[config.mk]
export PLATFORM = sky130hd
export DESIGN_NAME = regx_file
export DESIGN_NICKNAME = d
export VERILOG_FILES = /design/src/rtl/regx_pkg.sv /design/src/rtl/regx_bank_toggle.sv /design/src/rtl/regx_storage.sv /design/src/rtl/regx_read_mux.sv /design/src/rtl/regx_file.sv
export SDC_FILE = /design/constraint.sdc
export NUM_CORES = 1
export LEC_CHECK = 0
export ABC_AREA = 1
export BUFFER_PORTS_ARGS = -buffer_cell sky130_fd_sc_hd__buf_2
export CORE_AREA = 2 2 211 213
export DETAILED_ROUTE_END_ITERATION = 10
export DIE_AREA = 0 0 213 215
export GPL_TIMING_DRIVEN = 0
export PLACE_DENSITY = 0.47
export SKIP_LAST_GASP = 1
export SLEW_MARGIN = 20
export SYNTH_ARGS = -nofsm -noshare
export SYNTH_HDL_FRONTEND = slang
export SYNTH_SLANG_ARGS = --single-unit
[constraint.sdc]
create_clock -name clk -period 2.2 [get_ports clk]
set_clock_uncertainty 0.1 [all_clocks]
set_input_delay 0.11 -clock clk [delete_from_list [all_inputs] [get_ports clk]]
set_output_delay 0.11 -clock clk [all_outputs]
set_load 0.01 [all_outputs]
[src/rtl/regx_pkg.sv]
package regx_pkg;
  localparam int REG_W  = 8;
  localparam int NREG   = 8;
  localparam int IDX_W  = 3;
  localparam int PAIR_W = 2;
  localparam int NSLOT  = 2 * NREG;
  localparam int SLOT_W = IDX_W + 1;

  // High register of a pair: codes 0,2,4,6
  function automatic logic [IDX_W-1:0] pair_hi(input logic [PAIR_W-1:0] p);
    return {p, 1'b0};
  endfunction

  // Low register of a pair: codes 1,3,5,7
  function automatic logic [IDX_W-1:0] pair_lo(input logic [PAIR_W-1:0] p);
    return {p, 1'b1};
  endfunction

  // A and F belong to the accumulator/flag group
  function automatic logic is_af(input logic [IDX_W-1:0] idx);
    return idx[IDX_W-1:1] == '0;
  endfunction

  // Physical storage slot: bank bit on top, register code below
  function automatic logic [SLOT_W-1:0] phys_slot(input logic [IDX_W-1:0] idx,
                                                  input logic af_b,
                                                  input logic grp_b);
    return {(is_af(idx) ? af_b : grp_b), idx};
  endfunction
endpackage

[src/rtl/regx_bank_toggle.sv]
module regx_bank_toggle (
  input  logic clk,
  input  logic rst_n,
  input  logic ex_af,
  input  logic ex_regs,
  output logic af_bank,
  output logic grp_bank
);
  always_ff @(posedge clk or negedge rst_n) begin
    if (!rst_n) begin
      af_bank  <= 1'b0;
      grp_bank <= 1'b0;
    end else begin
      if (ex_af)   af_bank  <= ~af_bank;
      if (ex_regs) grp_bank <= ~grp_bank;
    end
  end

  assert_af_flip_R6: assert property (@(posedge clk) disable iff (!rst_n)
    ex_af |=> af_bank != $past(af_bank));
  assert_af_hold_R7: assert property (@(posedge clk) disable iff (!rst_n)
    !ex_af |=> $stable(af_bank));
  assert_grp_flip_R7: assert property (@(posedge clk) disable iff (!rst_n)
    ex_regs |=> grp_bank != $past(grp_bank));
  assert_grp_hold_R6: assert property (@(posedge clk) disable iff (!rst_n)
    !ex_regs |=> $stable(grp_bank));
endmodule

[src/rtl/regx_storage.sv]
module regx_storage
  import regx_pkg::*;
(
  input  logic                              clk,
  input  logic                              rst_n,
  input  logic                              af_bank,
  input  logic                              grp_bank,
  input  logic                              wr_en,
  input  logic                              wr_wide,
  input  logic [IDX_W-1:0]                  wr_sel,
  input  logic [2*REG_W-1:0]                wr_data,
  output logic [NSLOT-1:0][REG_W-1:0]       slot_q
);
  logic [NSLOT-1:0]             slot_we;
  logic [NSLOT-1:0][REG_W-1:0]  slot_wd;

  for (genvar s = 0; s < NSLOT; s++) begin : g_slot
    localparam logic [IDX_W-1:0] IDX  = IDX_W'(s % NREG);
    localparam logic             BANK = 1'(s / NREG);
    logic owner_bank, hit_byte, hit_hi, hit_lo;

    always_comb begin
      owner_bank = is_af(IDX) ? af_bank : grp_bank;
      hit_byte   = wr_en && !wr_wide && (wr_sel == IDX);
      hit_hi     = wr_en &&  wr_wide && (pair_hi(wr_sel[PAIR_W-1:0]) == IDX);
      hit_lo     = wr_en &&  wr_wide && (pair_lo(wr_sel[PAIR_W-1:0]) == IDX);
      slot_we[s] = (owner_bank == BANK) && (hit_byte || hit_hi || hit_lo);
      slot_wd[s] = hit_hi ? wr_data[2*REG_W-1:REG_W] : wr_data[REG_W-1:0];
    end

    always_ff @(posedge clk or negedge rst_n) begin
      if (!rst_n)          slot_q[s] <= '0;
      else if (slot_we[s]) slot_q[s] <= slot_wd[s];
    end

    assert_slot_kept_R8: assert property (@(posedge clk) disable iff (!rst_n)
      !slot_we[s] |=> $stable(slot_q[s]));
    assert_slot_written_R4: assert property (@(posedge clk) disable iff (!rst_n)
      slot_we[s] |=> slot_q[s] == $past(slot_wd[s]));
  end

  assert_write_width_R5: assert property (@(posedge clk) disable iff (!rst_n)
    $countones(slot_we) <= (wr_wide ? 2 : 1));
  assert_no_idle_write_R4: assert property (@(posedge clk) disable iff (!rst_n)
    !wr_en |-> slot_we == '0);
endmodule

[src/rtl/regx_read_mux.sv]
module regx_read_mux
  import regx_pkg::*;
#(
  parameter int NUM_RD8  = 2,
  parameter int NUM_RD16 = 2
) (
  input  logic [NSLOT-1:0][REG_W-1:0]       slot_q,
  input  logic                              af_bank,
  input  logic                              grp_bank,
  input  logic [NUM_RD8*IDX_W-1:0]          rd8_sel,
  output logic [NUM_RD8*REG_W-1:0]          rd8_data,
  input  logic [NUM_RD16*PAIR_W-1:0]        rd16_sel,
  output logic [NUM_RD16*2*REG_W-1:0]       rd16_data
);
  for (genvar p = 0; p < NUM_RD8; p++) begin : g_rd8
    logic [IDX_W-1:0] sel;
    always_comb begin
      sel = rd8_sel[p*IDX_W +: IDX_W];
      rd8_data[p*REG_W +: REG_W] = slot_q[phys_slot(sel, af_bank, grp_bank)];
    end
  end

  for (genvar p = 0; p < NUM_RD16; p++) begin : g_rd16
    logic [PAIR_W-1:0] psel;
    always_comb begin
      psel = rd16_sel[p*PAIR_W +: PAIR_W];
      rd16_data[p*2*REG_W +: 2*REG_W] =
        {slot_q[phys_slot(pair_hi(psel), af_bank, grp_bank)],
         slot_q[phys_slot(pair_lo(psel), af_bank, grp_bank)]};
    end
  end
endmodule

[src/rtl/regx_file.sv]
module regx_file
  import regx_pkg::*;
#(
  parameter int NUM_RD8  = 2,
  parameter int NUM_RD16 = 2
) (
  input  logic                          clk,
  input  logic                          rst_n,
  input  logic                          ex_af,
  input  logic                          ex_regs,
  input  logic                          wr_en,
  input  logic                          wr_wide,
  input  logic [2:0]                    wr_sel,
  input  logic [15:0]                   wr_data,
  input  logic [NUM_RD8*3-1:0]          rd8_sel,
  output logic [NUM_RD8*8-1:0]          rd8_data,
  input  logic [NUM_RD16*2-1:0]         rd16_sel,
  output logic [NUM_RD16*16-1:0]        rd16_data
);
  logic                         af_bank;
  logic                         grp_bank;
  logic [NSLOT-1:0][REG_W-1:0]  slot_q;

  regx_bank_toggle u_toggle (
    .clk      (clk),
    .rst_n    (rst_n),
    .ex_af    (ex_af),
    .ex_regs  (ex_regs),
    .af_bank  (af_bank),
    .grp_bank (grp_bank)
  );

  regx_storage u_store (
    .clk      (clk),
    .rst_n    (rst_n),
    .af_bank  (af_bank),
    .grp_bank (grp_bank),
    .wr_en    (wr_en),
    .wr_wide  (wr_wide),
    .wr_sel   (wr_sel),
    .wr_data  (wr_data),
    .slot_q   (slot_q)
  );

  regx_read_mux #(.NUM_RD8(NUM_RD8), .NUM_RD16(NUM_RD16)) u_rd (
    .slot_q    (slot_q),
    .af_bank   (af_bank),
    .grp_bank  (grp_bank),
    .rd8_sel   (rd8_sel),
    .rd8_data  (rd8_data),
    .rd16_sel  (rd16_sel),
    .rd16_data (rd16_data)
  );

  // A byte write to A with no swap is visible on port 0 reading A next cycle
  assert_a_visible_R2: assert property (@(posedge clk) disable iff (!rst_n)
    (wr_en && !wr_wide && wr_sel == 3'd0 && !ex_af && rd8_sel[2:0] == 3'd0)
      |=> (rd8_sel[2:0] != 3'd0) || (rd8_data[7:0] == $past(wr_data[7:0])));
endmodule

# Word level (Yosys, flattened, before mapping)

Index checks and enable logic that the tools add are counted.

Order comparisons: 6
Bitwise gates (word level): 2
Multiplexer cells: 20
Equal/unequal tests: 10
Reduce and logical (&&, ||, !) cells: 45

Operators with widths:

| cell                                                 | number |
|---|---|
| binary-select mux 8 bit (select 3 bit)               | 4 |
| 2-to-1 mux 8 bit                                     | 10 |
| binary-select mux 8 bit (select 4 bit)               | 2 |
| logical AND 1 bit                                    | 30 |
| < comparator 4 x 5 -> 1 bit (second input constant)  | 6 |
| equality test 3 bit (second input constant)          | 4 |
| zero test 2 bit                                      | 5 |
| logical OR 1 bit                                     | 8 |
| equality test 3 x 2 -> 1 bit (second input constant) | 2 |
| equality test 2 bit (second input constant)          | 2 |
| 2-to-1 mux 1 bit                                     | 4 |
| equality test 3 x 1 -> 1 bit (second input constant) | 1 |
| zero test 3 bit                                      | 1 |
| equality test 2 x 1 -> 1 bit (second input constant) | 1 |
| NOT 1 bit                                            | 2 |
| zero test 1 bit                                      | 1 |

Bits of input ports: 35
Register bits after elaboration: 130
Word-level logic and storage cells: 101

# Logic depth before layout (Yosys ltp)

Word-level depth: 5
Gate-level depth with buffers: 8

# By module

From an unflattened synthesis, not the netlist that was laid out.

Cells, all modules: 1,868
Area total of the unflattened synthesis: 11,220.8 um2

Modules (own cells, without submodules):

| module           | sequential area each (um2) | cells an instance | area each (um2) | times used |
|---|---|---|---|---|
| regx_storage     | 3,203.1                    | 692               | 5,591.6         | 1 |
| regx_read_mux    | 0.0                        | 1,164             | 5,541.6         | 1 |
| regx_bank_toggle | 50.0                       | 12                | 87.6            | 1 |

# Worst setup path before layout

OpenSTA, ideal clock, no wires.

Path type: flip-flop to output port
Start point: register u_toggle.af_bank
End point: output rd8_data[10]
Arrival time: 1.330 ns
Stages on the path, launching flop included: 8
Slack: 0.660 ns
Cell sequence: dfrtp_1 > inv_1 > clkbuf_1 > nand2_1 > o21ai_2 > inv_1 > nand3_1 > nand2_1

Longest elaborated chain between the ends: 3

RTL lines:

| what                                   | RTL line               | RTL |
|---|---|---|
| start: declaration                     | regx_bank_toggle.sv:6  | `output logic af_bank,` |
| start signal: assignment               | regx_bank_toggle.sv:14 | `if (ex_af) af_bank <= ~af_bank;` |
| 2-to-1 mux 1 bit                       | regx_pkg.sv:28         | `return {(is_af(idx) ? af_b : grp_b), idx};` |
| binary-select mux 8 bit (select 4 bit) | regx_read_mux.sv:19    | `rd8_data[p*REG_W +: REG_W] = slot_q[phys_slot(sel, af_bank, grp_bank)];` |
| 2-to-1 mux 8 bit (not written as such) | regx_read_mux.sv:19    |  |
| end: declaration                       | regx_file.sv:16        | `output logic [NUM_RD8*8-1:0] rd8_data,` |

Every way passes these cells. The select of a mux whose other input is x is not followed.

# Final worst setup path

Start point: register u_toggle.grp_bank
End point: output rd8_data[14]

Longest elaborated chain between the ends: 3

RTL lines:

| what                                   | RTL line               | RTL |
|---|---|---|
| start: declaration                     | regx_bank_toggle.sv:7  | `output logic grp_bank` |
| start signal: assignment               | regx_bank_toggle.sv:15 | `if (ex_regs) grp_bank <= ~grp_bank;` |
| 2-to-1 mux 1 bit                       | regx_pkg.sv:28         |  |
| binary-select mux 8 bit (select 4 bit) | regx_read_mux.sv:19    |  |
| 2-to-1 mux 8 bit (not written as such) | regx_read_mux.sv:19    |  |

Every way passes these cells. The select of a mux whose other input is x is not followed.

==> results.yml <==
logic_synthesis:
  async_reset_ff_share_pct: 100
  synth-seq-cells: 130
  yosysWarnings: 0
  syn_area_mm2: 0.0108
  syn-num-nets: 1849
  synth_top_area_share_pct: 30.1
  ys_types: 26
  synth_edf_count: 0
  synth_area_leaders: "dfrtp_1, nand2_1, nand3_1"
  ys.flop_type: "dfrtp_1"
  syn_inst: 1814
  ys_seq_area_share_pct: 30.1
  synth_common_cells: "nand2_1, nand3_1, inv_1"
  syn_avg_cell_area_um2: 5.96
  synth_largest_area_cell: "dfrtp_1"
  synth_most_common_cell: "nand2_1"
drt:
  vias_per_cell: 5.32
  drtIter0Drc: 1506
  final_antenna_net_count: 0
  drc: 0
  wl_mm: 64.4
  vias: 13518
  first_pass_iters: 6
  wire_per_inst_um: 25.4
power:
  power.switching_mw: 9.50
  power.total_mw: 17.5
  pwr-share-clk_pct: 15.8
  p_seq_share_pct: 29.2
  intPower_mw: 8.00
  ir_worst_vdd_mv: 0.655
  power.density_mw_per_mm2: 1330
  leakagePower_nw: 6.77
  comb_power_share_pct: 55.0
  p_sw_share_pct: 54.3
clock_network:
  cts_tree: "built"
  worst_skew_pair.late_latency_ns: 0.44
  clkTransAtPathRegs_ns: 0.06
  cts-root-buf: "clkbuf_16"
  clockBufferDepth: 2
  clock_sinks: 130
  htreeDepth: 4
  cts_buffers: 17
timing:
  finalHoldViolCount: 0
  max_freq_mhz: 452
  final_min_period_over_clock_period_pct: 101
  finalMaxSlewViolations: 0
  setup_tns_ns: -0.0408
  finalCriticalPeriod_ns: 2.21
  rsz0062_at_grt: "yes"
  worst_pin_slew_ns: 0.926
  setup_ws_ns: -0.0137
  slew-limit-headroom_pct: 38.3
  setup_viol: 7
die:
  io_pins: 83
  die_w_um: 213
  rows: 77
  core_area_mm2: 0.0436
  initial_core_util_pct: 24.8
  die_height_um: 215
  dieArea_mm2: 0.0458
hold_path:
  holdCritPathClass: "input port to flop"
  min_from: "wr_data[12]"
  hold_depth: 5
  hold_end: "u_store.slot_q[52]"
place:
  place_ws_ns: -0.457
  hpwlAfterDp_mm: 51.3
  port_buffers: 76
  place.gp.congestion: 0.998
  post-place-cells: 2483
global_routing:
  antenna_found_initial: 0
  grt_first_pass_wirelength_mm: 91.5
  grt_max_degree: 67
  grt_use_total_pct: 27.9
  grt_overflow: 0
  grt_pass1_vias: 12618
setup_path:
  critical_path_required_ns: 1.99
  reg2reg_depth: 6
  cp_max_fo: 4
  path_delay_family: "buffers and inverters"
  cp_common_cell: "buf_6"
  crit_type: "flop to output port"
  crit_chain: "buf_12 > o21ai_4 > clkinvlp_4 > buf_6 > nand3_2 > nand2_2 > buf_6"
  path_buf_inv: 4
  cpPeakStageDelay_ns: 0.48
  critPathLaunch: "u_toggle.grp_bank"
  slowest_stage: "dfrtp_2"
  worstPathArrival_ns: 2.00
  reg2reg_slack_ns: 0.19
  reg2reg_from: "u_toggle.grp_bank"
  worstReg2RegEnd: "u_store.slot_q[41]"
  worstSetupStartpointType: "flop"
  end_kind: "output port"
cells_and_area:
  fin_nets: 1969
  final-instance-count-excl-fill: 2539
  num_antenna_cells: 0
  drive_above_1_share_pct: 12.6
  area_growth_pct: 21.4
  utilization_pct: 30.1
job:
  maxCapViolCount: 0
status:
  outcome: "complete, but fails checks"
  violations: "negative setup slack"
==> cell families after synthesis <==
kind of cell	Yosys count	synth area share, %
XOR/XNOR	2	0.162
buffers and inverters	313	11.7
AO/OA/AOI/OAI	251	14.6
AND/OR/NAND/NOR	1118	43.4
flip-flops	130	30.1
==> layer usage <==
| metal | wire length, µm | vias up | GRT usage, % | share of wire [%] |
|---|---|---|---|---|
| met4 | 3540 | 0 | 13.4 | 5.5 |
| li1 | - | 6132 | - | - |
| met5 | 0 | - | 0 | 0 |
| met3 | 5360 | 154 | 4.66 | 8.3 |
| met1 | 27000 | 6486 | 37.4 | 42 |
| met2 | 28500 | 746 | 43.4 | 44 |
==> through the flow <==
stage / hold WS [ns] / instance area, µm²
global route: 0.0414 / 13100
finish: 0.0237 / 13100
global placement: 0.194 / 11900
CTS: 0.000791 / 12900
detailed placement: 0.00747 / 12000
floorplan: -0.286 / 10800
==> power by group through the flow <==
stage,logic [mW],clock network [mW],registers [mW]
6_report,9.62,2.76,5.11
4_1_cts,9.04,2.79,5.01
3_3_place_gp,8.47,0,5.03
3_5_place_dp,8.46,0,5.05
2_1_floorplan,4.76,0,4.25
5_1_grt,10.3,2.89,5.18
==> layout by cell type, fill, tap and decap left out, drive strengths merged <==
cell type / n
o211ai: 97
dfrtp: 130
clkinv: 5
nor2: 9
nand3: 338
o21ai: 120
nand2: 769
a21oi: 33
dlygate4sd3: 8
xor2: 2
nand4: 2
clkinvlp: 7
bufinv: 1
buf: 154
o21bai: 1
inv: 183
clkbuf: 88
==> layout make-up <==
class / count / area [µm²]
buffer: 129 / 652
clock buffer: 20 / 457
clock inverter: 12 / 109
fill: 4940 / 30500
inverter: 184 / 701
multi-input combinational: 1371 / 6460
sequential: 130 / 3260
tap: 592 / 741
timing repair buffer: 101 / 748
==> state kept, by name (all words and copies together) (netlist names) <==
name / count
u_toggle.grp_bank: 1
u_store.slot_q: 128
u_toggle.af_bank: 1
==> tightest hold or removal path: cells and delay by family <==
| family | cells | cell delay (ns) |
|---|---|---|
| and+or+nand+nor | 4 | 0.30 |
| buffers and inverters | 1 | 0.11 |
==> worst max-delay path by stage <==
stage	end	slack (ns)	cells past startpoint
6_report	rd8_data[14]	-0.01	7
3_3_place_gp	u_store.slot_q[50]	-1.06	1
5_1_grt	rd16_data[11]	-0.06	7
4_1_cts	rd8_data[14]	-0.02	9
3_5_place_dp	rd8_data[14]	-0.46	8
2_1_floorplan	rd8_data[10]	0.66	7
==> timing repair <==
action	4_1_cts	5_1_grt
setup buffers	12	3
setup endpoints to repair	54	37
gates resized for setup	62	38
cloned	0	1
hold buffers	8	0
endpoints found under the hold margin	72	0
pin swaps	6	11
Power figures use the tool's default switching activity.
